**src/rtl/vsg_pkg.sv**
```systemverilog
`timescale 1ns/1ps
package vsg_pkg;

    typedef enum logic [1:0] {
        SEG_EAV    = 2'd0,
        SEG_HFILL  = 2'd1,
        SEG_SAV    = 2'd2,
        SEG_ACTIVE = 2'd3
    } seg_t;

    localparam logic [7:0] WORD_LEAD  = 8'hFF;
    localparam logic [7:0] WORD_ZERO  = 8'h00;
    localparam logic [7:0] FILL_CHR   = 8'h80;
    localparam logic [7:0] FILL_LUM   = 8'h10;
    localparam logic [7:0] IDLE_WORD  = 8'h10;

    // status word: 1, F, V, H, then four protection bits
    function automatic logic [7:0] ref_status(input logic f, input logic v, input logic h);
        return {1'b1, f, v, h, v ^ h, f ^ h, f ^ v, f ^ v ^ h};
    endfunction

endpackage

```
**src/rtl/vsg_line_seq.sv**
```systemverilog
`timescale 1ns/1ps
module vsg_line_seq
    import vsg_pkg::*;
#(
    parameter int FILL_WORDS = 268,
    parameter int ACT_WORDS  = 1440,
    parameter int LINES      = 525,
    parameter int CW         = 11,
    parameter int LW         = 10
) (
    input  logic          clk,
    input  logic          rst_n,
    output seg_t          seg,
    output logic [1:0]    pos_lsb,
    output logic [LW-1:0] line,
    output seg_t          nseg,
    output logic          npos_odd,
    output logic [LW-1:0] nline
);

    localparam logic [CW-1:0] REF_END  = CW'(3);
    localparam logic [CW-1:0] FILL_END = CW'(FILL_WORDS - 1);
    localparam logic [CW-1:0] ACT_END  = CW'(ACT_WORDS - 1);
    localparam logic [LW-1:0] LINE_TOP = LW'(LINES);
    localparam logic [LW-1:0] LINE_ONE = LW'(1);

    logic [CW-1:0] cnt;
    logic [CW-1:0] ncnt;
    logic          seg_done;

    // next-state process
    always_comb begin
        nseg     = seg;
        nline    = line;
        seg_done = 1'b0;
        unique case (seg)
            SEG_EAV: begin
                seg_done = (cnt == REF_END);
                if (seg_done) nseg = SEG_HFILL;
            end
            SEG_HFILL: begin
                seg_done = (cnt == FILL_END);
                if (seg_done) nseg = SEG_SAV;
            end
            SEG_SAV: begin
                seg_done = (cnt == REF_END);
                if (seg_done) nseg = SEG_ACTIVE;
            end
            SEG_ACTIVE: begin
                seg_done = (cnt == ACT_END);
                if (seg_done) begin
                    nseg  = SEG_EAV;
                    nline = (line == LINE_TOP) ? LINE_ONE : line + LINE_ONE;
                end
            end
        endcase
        ncnt = seg_done ? '0 : cnt + CW'(1);
    end

    // state register process
    always_ff @(posedge clk or negedge rst_n) begin
        if (!rst_n) begin
            seg  <= SEG_EAV;
            cnt  <= '0;
            line <= LINE_ONE;
        end else begin
            seg  <= nseg;
            cnt  <= ncnt;
            line <= nline;
        end
    end

    assign pos_lsb  = cnt[1:0];
    assign npos_odd = ncnt[0];

endmodule

```
**src/rtl/vsg_flag_dec.sv**
```systemverilog
`timescale 1ns/1ps
module vsg_flag_dec #(
    parameter int LW        = 10,
    parameter int F0_FIRST  = 4,
    parameter int F0_LAST   = 265,
    parameter int VB1_LAST  = 19,
    parameter int VB2_FIRST = 264,
    parameter int VB2_LAST  = 282
) (
    input  logic [LW-1:0] line,
    output logic          f,
    output logic          v
);

    localparam logic [LW-1:0] F0A = LW'(F0_FIRST);
    localparam logic [LW-1:0] F0B = LW'(F0_LAST);
    localparam logic [LW-1:0] V1B = LW'(VB1_LAST);
    localparam logic [LW-1:0] V2A = LW'(VB2_FIRST);
    localparam logic [LW-1:0] V2B = LW'(VB2_LAST);

    always_comb begin
        f = !((line >= F0A) && (line <= F0B));
        v = (line <= V1B) || ((line >= V2A) && (line <= V2B));
    end

endmodule

```
**src/rtl/vsg_word_mux.sv**
```systemverilog
`timescale 1ns/1ps
module vsg_word_mux
    import vsg_pkg::*;
#(
    parameter int LW = 10
) (
    input  logic          clk,
    input  logic          rst_n,
    input  seg_t          seg,
    input  logic [1:0]    pos_lsb,
    input  logic [LW-1:0] line,
    input  logic          f,
    input  logic          v,
    input  logic [15:0]   pix_in,
    output logic [7:0]    vid_q,
    output logic [LW-1:0] line_q,
    output logic          field_q
);

    logic [7:0] word_d;
    logic [7:0] luma_hold;
    logic       take_pair;

    // output word process
    always_comb begin
        word_d    = IDLE_WORD;
        take_pair = 1'b0;
        unique case (seg)
            SEG_EAV, SEG_SAV: begin
                case (pos_lsb)
                    2'd0:    word_d = WORD_LEAD;
                    2'd3:    word_d = ref_status(f, v, seg == SEG_EAV);
                    default: word_d = WORD_ZERO;
                endcase
            end
            SEG_HFILL: word_d = pos_lsb[0] ? FILL_LUM : FILL_CHR;
            SEG_ACTIVE: begin
                if (v) begin
                    word_d = pos_lsb[0] ? FILL_LUM : FILL_CHR;
                end else if (pos_lsb[0]) begin
                    word_d = luma_hold;
                end else begin
                    word_d    = pix_in[15:8];
                    take_pair = 1'b1;
                end
            end
        endcase
    end

    always_ff @(posedge clk or negedge rst_n) begin
        if (!rst_n) begin
            vid_q     <= IDLE_WORD;
            line_q    <= LW'(1);
            field_q   <= 1'b1;
            luma_hold <= '0;
        end else begin
            vid_q   <= word_d;
            line_q  <= line;
            field_q <= f;
            if (take_pair) luma_hold <= pix_in[7:0];
        end
    end

endmodule

```
**src/rtl/vsg_gen.sv**
```systemverilog
`timescale 1ns/1ps
module vsg_gen
    import vsg_pkg::*;
#(
    parameter int PX_TOTAL  = 858,
    parameter int PX_ACTIVE = 720,
    parameter int LINES     = 525,
    parameter int F0_FIRST  = 4,
    parameter int F0_LAST   = 265,
    parameter int VB1_LAST  = 19,
    parameter int VB2_FIRST = 264,
    parameter int VB2_LAST  = 282
) (
    input  logic        clk,
    input  logic        rst_n,
    input  logic [15:0] pix_in,
    output logic [7:0]  vid_q,
    output logic        pix_req,
    output logic [9:0]  line_no,
    output logic        field
);

    localparam int WL = 2 * PX_TOTAL;
    localparam int WA = 2 * PX_ACTIVE;
    localparam int WF = WL - WA - 8;
    localparam int CW = $clog2(WL);
    localparam int LW = 10;

    seg_t          seg, nseg;
    logic [1:0]    pos_lsb;
    logic          npos_odd;
    logic [LW-1:0] line, nline;
    logic          f_cur, v_cur, f_nxt, v_nxt;

    vsg_line_seq #(
        .FILL_WORDS(WF), .ACT_WORDS(WA), .LINES(LINES), .CW(CW), .LW(LW)
    ) u_seq (
        .clk(clk), .rst_n(rst_n),
        .seg(seg), .pos_lsb(pos_lsb), .line(line),
        .nseg(nseg), .npos_odd(npos_odd), .nline(nline)
    );

    vsg_flag_dec #(
        .LW(LW), .F0_FIRST(F0_FIRST), .F0_LAST(F0_LAST),
        .VB1_LAST(VB1_LAST), .VB2_FIRST(VB2_FIRST), .VB2_LAST(VB2_LAST)
    ) u_flag_cur (.line(line), .f(f_cur), .v(v_cur));

    vsg_flag_dec #(
        .LW(LW), .F0_FIRST(F0_FIRST), .F0_LAST(F0_LAST),
        .VB1_LAST(VB1_LAST), .VB2_FIRST(VB2_FIRST), .VB2_LAST(VB2_LAST)
    ) u_flag_nxt (.line(nline), .f(f_nxt), .v(v_nxt));

    vsg_word_mux #(.LW(LW)) u_mux (
        .clk(clk), .rst_n(rst_n),
        .seg(seg), .pos_lsb(pos_lsb), .line(line), .f(f_cur), .v(v_cur),
        .pix_in(pix_in), .vid_q(vid_q), .line_q(line_no), .field_q(field)
    );

    // next position is a chroma word of a visible line: ask for its pair now
    assign pix_req = (nseg == SEG_ACTIVE) && !v_nxt && !npos_odd && rst_n;

    logic f_nxt_unused;
    assign f_nxt_unused = f_nxt;

endmodule

```
**config.mk**
```make
export PLATFORM = sky130hd
export DESIGN_NAME = vsg_gen
export DESIGN_NICKNAME = d
export VERILOG_FILES = /design/src/rtl/vsg_pkg.sv /design/src/rtl/vsg_line_seq.sv /design/src/rtl/vsg_flag_dec.sv /design/src/rtl/vsg_word_mux.sv /design/src/rtl/vsg_gen.sv
export SDC_FILE = /design/constraint.sdc
export NUM_CORES = 1
export LEC_CHECK = 0
export BUFFER_PORTS_ARGS = -buffer_cell sky130_fd_sc_hd__buf_2
export CAP_MARGIN = 0
export CORE_AREA = 2 2 96 98
export DETAILED_ROUTE_END_ITERATION = 8
export DIE_AREA = 0 0 98 100
export PLACE_DENSITY = 0.46
export SETUP_SLACK_MARGIN = 0.15
export SKIP_CTS_REPAIR_TIMING = 1
export SLEW_MARGIN = 5
export SYNTH_ARGS = -nofsm -noshare
export SYNTH_HDL_FRONTEND = slang
export SYNTH_SLANG_ARGS = --single-unit
```
**constraint.sdc**
```tcl
create_clock -name clk -period 3.45 [get_ports clk]
set_input_delay 0.1725 -clock clk [delete_from_list [all_inputs] [get_ports clk]]
set_output_delay 0.1725 -clock clk [all_outputs]
set_load 0.03 [all_outputs]
```
==> results.tsv, run 1 <==
stage	metric	value	unit
cells_and_area	n_diodes	0	
routing	wire per inst	14.2	um
clocking	Max Root-Sink Buffers	2	
sta	min cycle time layout	3.11	ns
global_route	Global Route Usage Sum	0.116	
synthesis	largest cells by area after synthesis	dfrtp_1, xnor2_1, dfstp_2	
power	Seq pwr share	0.611	
worst_setup_path	Setup CP Type	flip-flop to output port	
synthesis	most frequent cell after synthesis	dfrtp_1	
die	num ports	38	
routing	residual DRC count	0	
clocking	clk sinks	50	
synthesis	Post-synth top cells	dfrtp_1, nor2_1, inv_1, xnor2_1, nand2_1	
cells_and_area	share of cells above drive strength 1	0.286	
worst_setup_path	worst flop-to-flop path endpoint	u_mux.luma_hold[7]$_DFFE_PN0P_	
sta	final period utilization	0.902	
global_route	antenna violations before repair	0	
worst_setup_path	CP peak stage delay	0.58	ns
sta	final hold violation count	0	
sta	actual slew at the worst max-slew pin	0.767	ns
worst_setup_path	Worst EP required	3.28	ns
synthesis	distinct cell type count after synthesis	59	
die	Die X	98	um
placed_design	dpl hpwl	3970	um
sta	fmax	321	MHz
cells_and_area	area of the multi-input gates	0.00116	mm2
clocking	CTS tree	built	
power	Switching Share	0.212	
power	power share of the combinational group	0.023	
worst_setup_path	Reg2Reg Setup Slack	0.95	ns
synthesis	ys async rst share	1.00	
worst_setup_path	Cell Chain, Critical Path	or4_4, nor3_4, a31o_2, a31oi_4, or4b_1, o31a_1, buf_2	
synthesis	area leader, netlist	dfrtp_1	
placed_design	DP Area	0.00283	mm2
clocking	cts bufs inserted	5	
cells_and_area	area grow syn2layout	15.6	%
cells_and_area	fillers	934	
clocking	clock root buffer	clkbuf_8	
sta	final setup vio count	0	
synthesis	synthesized flop and latch total	50	
die	die area	0.00980	mm2
worst_setup_path	reg2reg start	u_seq.line[3]$_DFF_PN0_	
clocking	worst skew pair latency	0.29	ns
synthesis	Syn Inst Count	238	
worst_setup_path	Worst Reg-to-Reg Cells	6	
power	Internal	0.755	mW
routing	Routed Antenna Nets	0	
worst_setup_path	delay-heaviest family, CP	simple AND/OR/NAND/NOR gates	
power	leakage	1.39	nW
die	DIE HEIGHT	100	um
cells_and_area	Post-Layout Inst Area	0.00295	mm2
sta	slew margin rel.	0.489	
sta	setup TNS	0	ns
global_route	GRT overflow	0	
die	initial core utilization	0.287	
synthesis	post-synth top area share	0.452	
die	row cnt	35	
clocking	H-tree Lvls	2	
sta	RSZ-0062 raised after global routing	no	
power	Clk pwr share	0.366	
job	Max Cap Violations	0	
routing	DRT Wirelength	5460	um
global_route	first-pass GRT wire length	9210	um
worst_setup_path	CP arrival	2.94	ns
placed_design	Final Wtd Congestion	0.750	
synthesis	Syn Nets	262	
synthesis	Cell Area, Synth	0.00255	mm2
power	worst vdd ir	0.000132	V
clocking	Worst-path clk slew	0.09	ns
routing	router iterations before antenna repair	4	
die	Core ar.	0.00889	mm2
cells_and_area	register area	0.00126	mm2
synthesis	Post-synth EDFFs	0	
worst_hold_path	Worst Hold Class	primary input to async pin	
worst_setup_path	Crit-path slowest cell	or4_4	
synthesis	Primary FF master, synth	dfrtp_1	
worst_setup_path	CP max FO	9	
worst_setup_path	Buf+Inv Stages, Crit Path	1	
global_route	largest net degree at the start of global routing	51	
global_route	vias in the first global route	1789	
power	power density cells	325	mW/mm2
outcome	status	finished, final reports clean	
worst_setup_path	Worst setup SP type	flip-flop	
synthesis	register area share after synthesis	0.493	
routing	Via density	4.83	
sta	Max Clock Skew	0.00426	ns
placed_design	IO buf count	37	
synthesis	Ys Warns	0	
power	net switching power	0.203	mW
synthesis	synthesized area per cell	10.7	um2
cells_and_area	final net count	296	
routing	vias	1855	
sta	Slew Limit Fails	0	
routing	DR iter-0 viols	41	
worst_setup_path	crit path capture type	output port	
==> layout make-up <==
cell class / instances / area share
multi-input cells: 158 / 0.395
repair buffers: 44 / 0.0820
well taps: 111 / 0.0472
flip-flops and latches: 50 / 0.427
clock inverters: 2 / 0.00425
inverters: 13 / 0.0166
clock buffers: 6 / 0.0280
==> worst max path at each step <==
stage / startpoint / endpoint / slack [ns] / cells after the start
after floorplan: u_seq.cnt[5]$_DFF_PN0_ / pix_req / 0.86 / 7
after global placement: u_seq.line[4]$_DFF_PN0_ / pix_req / 0.65 / 7
after detailed placement: u_seq.line[4]$_DFF_PN0_ / pix_req / 0.66 / 7
after CTS: u_seq.cnt[1]$_DFF_PN0_ / pix_req / 0.29 / 9
after global routing: u_seq.cnt[1]$_DFF_PN0_ / pix_req / 0.19 / 9
final: u_seq.line[4]$_DFF_PN0_ / pix_req / 0.34 / 7
==> stage by stage <==
stage          worst slack [ns]  utilization  hold slack, ns  cells  power (mW)
4_1_cts                   0.291        0.329          0.0308    382       0.983
2_1_floorplan             0.863            -          -0.123    238       0.598
5_1_grt                   0.190        0.331          0.0671    384        1.01
3_3_place_gp              0.653        0.319           0.368    374       0.620
3_5_place_dp              0.656        0.319           0.367    374       0.620
6_report                  0.338        0.331          0.0179    384       0.958
==> cells in the final DEF, fill, tap and decap left out, types with 7 or more instances in the layout <==
| cell type | instances |
|---|---|
| a21oi_1 | 9 |
| buf_2 | 37 |
| dfrtp_1 | 46 |
| inv_1 | 13 |
| mux2_2 | 8 |
| mux2i_1 | 7 |
| nand2_1 | 10 |
| nand3_1 | 8 |
| nor2_1 | 19 |
| xnor2_1 | 13 |
==> logic make-up after synthesis <==
family	share of synthesized area
flops	0.493
buf+inv	0.0501
simple gates	0.173
compound gates	0.133
fa+ha+maj	0.0295
xor+xnor	0.0584
mux	0.0628
==> flip-flops by register name, indices dropped and copies added (netlist names) <==
signal / flops
u_seq.seg: 2
u_mux.field_q: 1
u_seq.line: 10
u_seq.cnt: 11
u_mux.luma_hold: 8
u_mux.line_q: 10
u_mux.vid_q: 8
==> worst register-to-register path, delay by kind of cell, from the launching register on <==
kind | cells | cell delay (ns)
AOI/OAI and AO/OA | 2 | 0.36
DFF | 1 | 0.52
muxes | 1 | 0.39
and+or+nand+nor | 3 | 1.12
==> per-layer routing <==
layer	track usage	routed length (um)	vias up
li1	-	-	907
met1	0.154	2520	908
met2	0.194	2680	36
met3	0.0244	217	4
met4	0.0331	38	0
met5	0	0	-
==> power by group through the flow <==
| stage | clock (mW) | combinational [mW] | sequential (mW) |
|---|---|---|---|
| 5_1_grt | 0.397 | 0.0258 | 0.586 |
| 3_5_place_dp | 0 | 0.0233 | 0.597 |
| 4_1_cts | 0.374 | 0.0232 | 0.586 |
| 6_report | 0.351 | 0.0217 | 0.586 |
| 3_3_place_gp | 0 | 0.0230 | 0.597 |
| 2_1_floorplan | 0 | 0.000451 | 0.597 |
Power figures use the tool's default switching activity.
==> run 2: changes to the inputs <==
--- a/config.mk
+++ b/config.mk
@@ -7,3 +7,3 @@
 export LEC_CHECK = 0
-export BUFFER_PORTS_ARGS = -buffer_cell sky130_fd_sc_hd__buf_2
+export BUFFER_PORTS_ARGS = -buffer_cell sky130_fd_sc_hd__buf_4
 export CAP_MARGIN = 0
--- a/constraint.sdc
+++ b/constraint.sdc
@@ -3,2 +3,2 @@
 set_output_delay 0.1725 -clock clk [all_outputs]
-set_load 0.03 [all_outputs]
+set_load 0.01 [all_outputs]
==> run 2 against run 1 <==
Effect of this change:
- combinational power grew 24%
- via count shrank 0.54%
- clock-buffer cell count is the same
- total power grew 6.7%
- setup slack lost 0.015 ns
- largest power group unchanged
==> results.tsv, run 2 (synthesis results as in run 1) <==
stage	metric	value	unit	change
clocking	clock root buffer	clkbuf_8		
global_route	antenna violations before repair	0		unchanged
sta	hold slack	0.101	ns	+0.0827 ns
power	Seq pwr share	0.573		-0.038
placed_design	dpl hpwl	3860	um	-2.9%
worst_setup_path	Worst EP required	3.28	ns	about the same
routing	DR iter-0 viols	82		+100%
power	Switching Share	0.202		-0.00950
clocking	CTS tree	built		
cells_and_area	max FFs per register	11		unchanged
power	leakage	1.39	nW	+0.23%
worst_setup_path	Crit-path slowest cell	or4b_4		
sta	setup TNS	0	ns	unchanged
power	worst vdd ir	0.000160	V	+21%
cells_and_area	register area	0.00126	mm2	unchanged
sta	final period utilization	0.906		+0.00442
worst_setup_path	Cell Chain, Critical Path	or3_4, nor4_4, buf_6, a31oi_1, or4b_4, a221oi_2, o31a_1, buf_4		
placed_design	Post-Place Cells	372		-0.53%
cells_and_area	final cell count without fillers	381		-0.78%
placed_design	dpl ws	0.689	ns	+0.0333 ns
sta	Max Clock Skew	0.00812	ns	+0.00386 ns
routing	wire per inst	14.2	um	-0.30%
worst_setup_path	delay-heaviest family, CP	simple AND/OR/NAND/NOR gates		
sta	fmax	320	MHz	-0.49%
clocking	H-tree Lvls	2		unchanged
cells_and_area	area grow syn2layout	19.0	%	
clocking	worst skew pair latency	0.30	ns	about the same
routing	router iterations before antenna repair	4		unchanged
clocking	Max Root-Sink Buffers	2		unchanged
die	die area	0.00980	mm2	unchanged
cells_and_area	most frequent cells in the layout	dfrtp_1, buf_4, nor2_1		
cells_and_area	n_diodes	0		unchanged
global_route	Global Route Usage Sum	0.111		-0.00500
routing	residual DRC count	0		unchanged
cells_and_area	Layout Utilization	0.341		+0.00985
worst_setup_path	Setup CP Type	flip-flop to output port		
worst_hold_path	Worst Hold Class	primary input to flip-flop		
cells_and_area	area of the multi-input gates	0.00116	mm2	unchanged
global_route	first-pass GRT wire length	8940	um	-3.0%
sta	slew margin rel.	0.532		+0.0432
sta	final setup vio count	0		unchanged
sta	worst setup margin	0.323	ns	-0.0152 ns
worst_setup_path	CP arrival	2.95	ns	about the same
placed_design	Final Wtd Congestion	0.813		+8.4%
routing	vias	1845		-0.54%
job	Max Cap Violations	0		unchanged
global_route	vias in the first global route	1786		-0.17%
routing	Routed Antenna Nets	0		unchanged
power	net switching power	0.207	mW	+1.9%
worst_setup_path	CP peak stage delay	0.55	ns	-0.03 ns
power	Tot Pwr	1.02	mW	+6.7%
die	DIE HEIGHT	100	um	unchanged
power	power share of the combinational group	0.026		+0.003
worst_setup_path	CP max FO	13		+4
outcome	status	finished, final reports clean		
die	Die X	98	um	unchanged
sta	RSZ-0062 raised after global routing	no		
die	row cnt	35		unchanged
power	power density cells	337	mW/mm2	+3.6%
routing	DRT Wirelength	5400	um	-1.1%
worst_setup_path	Buf+Inv Stages, Crit Path	2		+1
die	Core ar.	0.00889	mm2	unchanged
placed_design	DP Area	0.00291	mm2	+2.7%
cells_and_area	Post-Layout Inst Area	0.00303	mm2	+3.0%
sta	min cycle time layout	3.13	ns	+0.0152 ns
worst_setup_path	crit path capture type	output port		
cells_and_area	share of cells above drive strength 1	0.270		-0.0153
cells_and_area	final net count	293		-1.0%
clocking	cts bufs inserted	5		unchanged
cells_and_area	Biggest register	u_seq.cnt		
worst_setup_path	Worst setup SP type	flip-flop		
clocking	Worst-path clk slew	0.09	ns	about the same
cells_and_area	commonest non-fill, non-tap cell in the layout	dfrtp_1		
cells_and_area	fillers	896		-4.1%
cells_and_area	biggest regs	u_seq.cnt (11), u_mux.line_q (10), u_seq.line (10)		
power	Internal	0.815	mW	+8.0%
power	Clk pwr share	0.401		+0.035
sta	Slew Limit Fails	0		unchanged
placed_design	IO buf count	37		unchanged
die	initial core utilization	0.287		unchanged
sta	final hold violation count	0		unchanged
clocking	clk sinks	50		unchanged
die	num ports	38		unchanged
routing	Via density	4.84		+0.24%
global_route	largest net degree at the start of global routing	52		+2.0%
sta	actual slew at the worst max-slew pin	0.702	ns	-0.0648 ns
global_route	GRT overflow	0		unchanged
==> run 2: changes by cell type in the layout (fill, tap and decap cells not counted), sizes merged <==
cell         before  now
buf              44   40
bufinv            0    1
clkinv            1    0
dlygate4sd3       0    1
==> run 2: path summary, 6_finish.rpt <==
kind,depth (start not counted),start,slack [ns],end
max,8,u_seq.cnt[5]$_DFF_PN0_,0.32,pix_req
min,2,pix_in[0],0.10,u_mux.luma_hold[0]$_DFFE_PN0P_
max reg2reg,6,u_seq.line[3]$_DFF_PN0_,0.98,u_mux.luma_hold[4]$_DFFE_PN0P_
min reg2reg,0,u_seq.line[0]$_DFF_PN1_,0.44,u_mux.line_q[0]$_DFF_PN1_
max in group asynchronous,2,rst_n,2.59,u_seq.line[6]$_DFF_PN0_
min in group asynchronous,2,rst_n,0.44,u_mux.luma_hold[5]$_DFFE_PN0P_
==> run 2: routing by layer <==
layer,part of all wire,vias up,global-route usage
met1,0.47,898,0.152
met4,0.015,0,0.0353
met5,0,-,0
li1,-,903,-
met2,0.49,36,0.179
met3,0.032,8,0.0230
==> run 2: final cells by class <==
| cell class | count | area share |
|---|---|---|
| tap | 111 | 0.0458 |
| inverter | 13 | 0.0161 |
| multi-input combinational | 158 | 0.384 |
| sequential | 50 | 0.414 |
| clock inverter | 2 | 0.0124 |
| timing repair buffer | 41 | 0.104 |
| clock buffer | 6 | 0.0239 |
==> run 2: power by group through the flow <==
stage | combinational, mW | clock, mW | sequential (mW)
2_1_floorplan | 0.000451 | 0 | 0.597
4_1_cts | 0.0274 | 0.427 | 0.586
3_3_place_gp | 0.0272 | 0 | 0.597
6_report | 0.0269 | 0.410 | 0.586
3_5_place_dp | 0.0274 | 0 | 0.597
5_1_grt | 0.0307 | 0.446 | 0.586
==> run 3: changes to the inputs <==
ABC_AREA = 1   (was not set)
CORE_AREA = 2 2 101 103   (was 2 2 96 98)
DIE_AREA = 0 0 103 105   (was 0 0 98 100)
PLACE_DENSITY = 0.47   (was 0.46)
==> run 3 against run 2 <==
Effect of this change:
- clock power hardly changed
- area after synthesis is 13% higher
- maximum frequency is 9.1% higher
- total power is 1.6% higher
- non-clock buffer count is 3 lower
- via count is 24% higher
- core utilization is 1.1 points higher
- largest power group unchanged
==> results.tsv, run 3 <==
stage	metric	value	unit	change
sta	hold slack	0.0980	ns	-0.00257 ns
worst_setup_path	Setup CP Type	flip-flop to output port		
die	Die X	103	um	+5.1%
synthesis	Ys Warns	0		unchanged
placed_design	Post-Place Cells	518		+39%
worst_setup_path	reg2reg start	u_seq.cnt[0]$_DFF_PN0_		
power	Switching Share	0.204		+0.00112
routing	router iterations before antenna repair	4		unchanged
die	num ports	38		unchanged
cells_and_area	fillers	1051		+17%
routing	DRT Wirelength	6470	um	+20%
global_route	antenna violations before repair	0		unchanged
worst_hold_path	worst hold start	pix_in[3]		
worst_setup_path	CP arrival	2.69	ns	-0.26 ns
die	die area	0.0108	mm2	+10%
routing	residual DRC count	0		unchanged
synthesis	Syn Inst Count	353		+48%
worst_setup_path	Critical path origin	u_seq.cnt[0]$_DFF_PN0_		
placed_design	dpl hpwl	4970	um	+29%
die	initial core utilization	0.298		+0.0117
clocking	Max Root-Sink Buffers	2		unchanged
power	Seq pwr share	0.571		-0.002
power	Clk pwr share	0.394		-0.007
cells_and_area	biggest regs	u_seq.cnt (11), u_mux.line_q (10), u_seq.line (10)		
cells_and_area	most frequent cells in the layout	nand2_1, inv_1, dfrtp_1		
global_route	GRT overflow	0		unchanged
routing	vias	2295		+24%
clocking	H-tree Lvls	2		unchanged
job	Max Cap Violations	0		unchanged
placed_design	Final Wtd Congestion	0.789		-3.0%
synthesis	Syn Nets	377		+44%
synthesis	Synth Area in Simple Gates	0.333		+0.159
sta	Max Clock Skew	0.00683	ns	-0.00129 ns
synthesis	distinct cell type count after synthesis	39		-34%
sta	final period utilization	0.831		-0.0757
sta	final setup vio count	0		unchanged
synthesis	Cell Area, Synth	0.00288	mm2	+13%
die	Core ar.	0.00964	mm2	+8.4%
sta	min cycle time layout	2.87	ns	-0.261 ns
sta	slew margin rel.	0.581		+0.0491
routing	Via density	4.35		-10%
synthesis	XOR/XNOR share of the synthesized area	0.00304		-0.0554
die	DIE HEIGHT	105	um	+5.0%
cells_and_area	area grow syn2layout	18.1	%	
worst_hold_path	Worst Hold Class	primary input to flip-flop		
global_route	GR Util met3	0.0227		-0.000238
cells_and_area	final net count	417		+42%
sta	actual slew at the worst max-slew pin	0.629	ns	-0.0736 ns
power	power share of the combinational group	0.035		+0.009
synthesis	post-synth top area share	0.400		-0.0515
placed_design	DP Area	0.00328	mm2	+13%
synthesis	Primary FF master, synth	dfrtp_1		
synthesis	multiplexer area fraction after synthesis	0.0435		-0.0193
cells_and_area	final cell count without fillers	527		+38%
clocking	worst skew pair latency	0.30	ns	about the same
worst_setup_path	Worst EP required	3.28	ns	about the same
power	worst vdd ir	0.000137	V	-15%
cells_and_area	register area	0.00126	mm2	unchanged
synthesis	Post-synth top cells	nand2_1, inv_1, dfrtp_1, nor2_1, nand3_1		
global_route	largest net degree at the start of global routing	52		unchanged
synthesis	synthesized area per cell	8.15	um2	-24%
cells_and_area	commonest non-fill, non-tap cell in the layout	nand2_1		
synthesis	ys async rst share	1.00		unchanged
global_route	GRT met2 Usage	0.218		+0.0384
sta	fmax	349	MHz	+9.1%
power	leakage	1.83	nW	+31%
clocking	clk sinks	50		unchanged
synthesis	area leader, netlist	dfrtp_1		
worst_setup_path	Worst setup SP type	flip-flop		
routing	wire per inst	12.3	um	-13%
routing	Routed Antenna Nets	0		unchanged
worst_setup_path	crit path capture type	output port		
cells_and_area	n_diodes	0		unchanged
cells_and_area	Post-Layout Inst Area	0.00340	mm2	+12%
cells_and_area	max FFs per register	11		unchanged
power	net switching power	0.212	mW	+2.2%
synthesis	adder-cell share of the synthesized area	0.0261		-0.00336
cells_and_area	Biggest register	u_seq.cnt		
clocking	Worst-path clk slew	0.09	ns	about the same
synthesis	Compound-Gate Fraction of Synth Area	0.0631		-0.0700
synthesis	largest cells by area after synthesis	dfrtp_1, nand2_1, inv_1		
global_route	vias in the first global route	2321		+30%
cells_and_area	area of the multi-input gates	0.00135	mm2	+16%
global_route	GRT busiest layer	met2		
cells_and_area	share of cells above drive strength 1	0.236		-0.0343
synthesis	register area share after synthesis	0.437		-0.0562
synthesis	largest family of logic cells by synthesized area	simple AND/OR/NAND/NOR gates		
power	Internal	0.828	mW	+1.5%
sta	RSZ-0062 raised after global routing	no		
placed_design	IO buf count	37		unchanged
clocking	cts bufs inserted	5		unchanged
outcome	status	finished, final reports clean		
sta	Slew Limit Fails	0		unchanged
routing	DR iter-0 viols	103		+26%
sta	setup TNS	0	ns	unchanged
global_route	first-pass GRT wire length	11200	um	+25%
die	row cnt	36		+2.9%
synthesis	Post-synth EDFFs	0		unchanged
global_route	Global Route Usage Sum	0.131		+0.0193
synthesis	most frequent cell after synthesis	nand2_1		
clocking	CTS tree	built		
clocking	clock root buffer	clkbuf_8		
worst_setup_path	CP max FO	12		-1
global_route	met1 Resource Use GR	0.176		+0.0246
power	power density cells	306	mW/mm2	-9.2%
synthesis	synthesized flop and latch total	50		unchanged
sta	final hold violation count	0		unchanged
## run 3: changes by cell type in the layout (fill, tap and decap cells not counted), sizes merged, moves of 6 or more
cell	delta
xnor2	-13
o21ai	+11
nand2	+85
o22ai	-6
nor2	+23
inv	+47
nand3	+24
## run 3: final timing paths
path | to | slack (ns) | cells after the start
worst max-delay path | pix_req | 0.58 | 12
worst min-delay path | u_mux.luma_hold[3]$_DFFE_PN0P_ | 0.1 | 2
worst max register to register | u_seq.line[3]$_DFF_PN0_ | 1.29 | 10
worst min register to register | u_mux.line_q[0]$_DFF_PN1_ | 0.43 | 0
max in group asynchronous | u_seq.line[8]$_DFF_PN0_ | 2.59 | 2
min in group asynchronous | u_mux.luma_hold[3]$_DFFE_PN0P_ | 0.44 | 2
## run 3: cell families after synthesis
family | count (synthesis)
AO/OA/AOI/OAI | 30
AND/OR/NAND/NOR | 191
adder cells (fa/ha/maj) | 6
buffers and inverters | 66
multiplexers | 9
flip-flops | 50
XOR/XNOR | 1
## run 3: power groups by stage
stage / clock network, mW / registers, mW / logic, mW
finish: 0.410 / 0.593 / 0.0364
global route: 0.460 / 0.594 / 0.0418
CTS: 0.432 / 0.593 / 0.0374
detailed placement: 0 / 0.605 / 0.0374
global placement: 0 / 0.605 / 0.0372
floorplan: 0 / 0.604 / 0.00878
## run 3: final cells by class
| cell class | count | area share |
|---|---|---|
| Clock inverter | 1 | 0.00884 |
| Tap cell | 133 | 0.0490 |
| Inverter | 61 | 0.0682 |
| Multi-Input combinational cell | 237 | 0.397 |
| Sequential cell | 50 | 0.370 |
| Timing Repair Buffer | 38 | 0.0847 |
| Clock buffer | 7 | 0.0225 |
## run 3: metrics by stage
stage	worst slack [ns]	power, mW	util
after floorplan	1.62	0.613	-
after global placement	0.971	0.642	0.340
after detailed placement	0.879	0.642	0.340
after CTS	0.536	1.06	0.351
after global routing	0.242	1.10	0.352
final	0.584	1.04	0.352
## run 3: layer usage
metal  vias to the layer above  routed length [um]
li1                       1196                   -
met3                         5                 128
met4                         0                  52
met1                      1075                3030
met5                         -                   0
met2                        19                3260
## run 3: critical path, cell delays in order (launching register included)
cell,delay (ns)
dfrtp_1,0.59
ha_1,0.43
nand2_4,0.11
nor2_4,0.12
nand2_4,0.09
nor2_8,0.22
nand2_4,0.12
o21ai_1,0.19
nand3_1,0.12
nand2_1,0.10
nand3_2,0.06
a21oi_2,0.12
buf_4,0.13
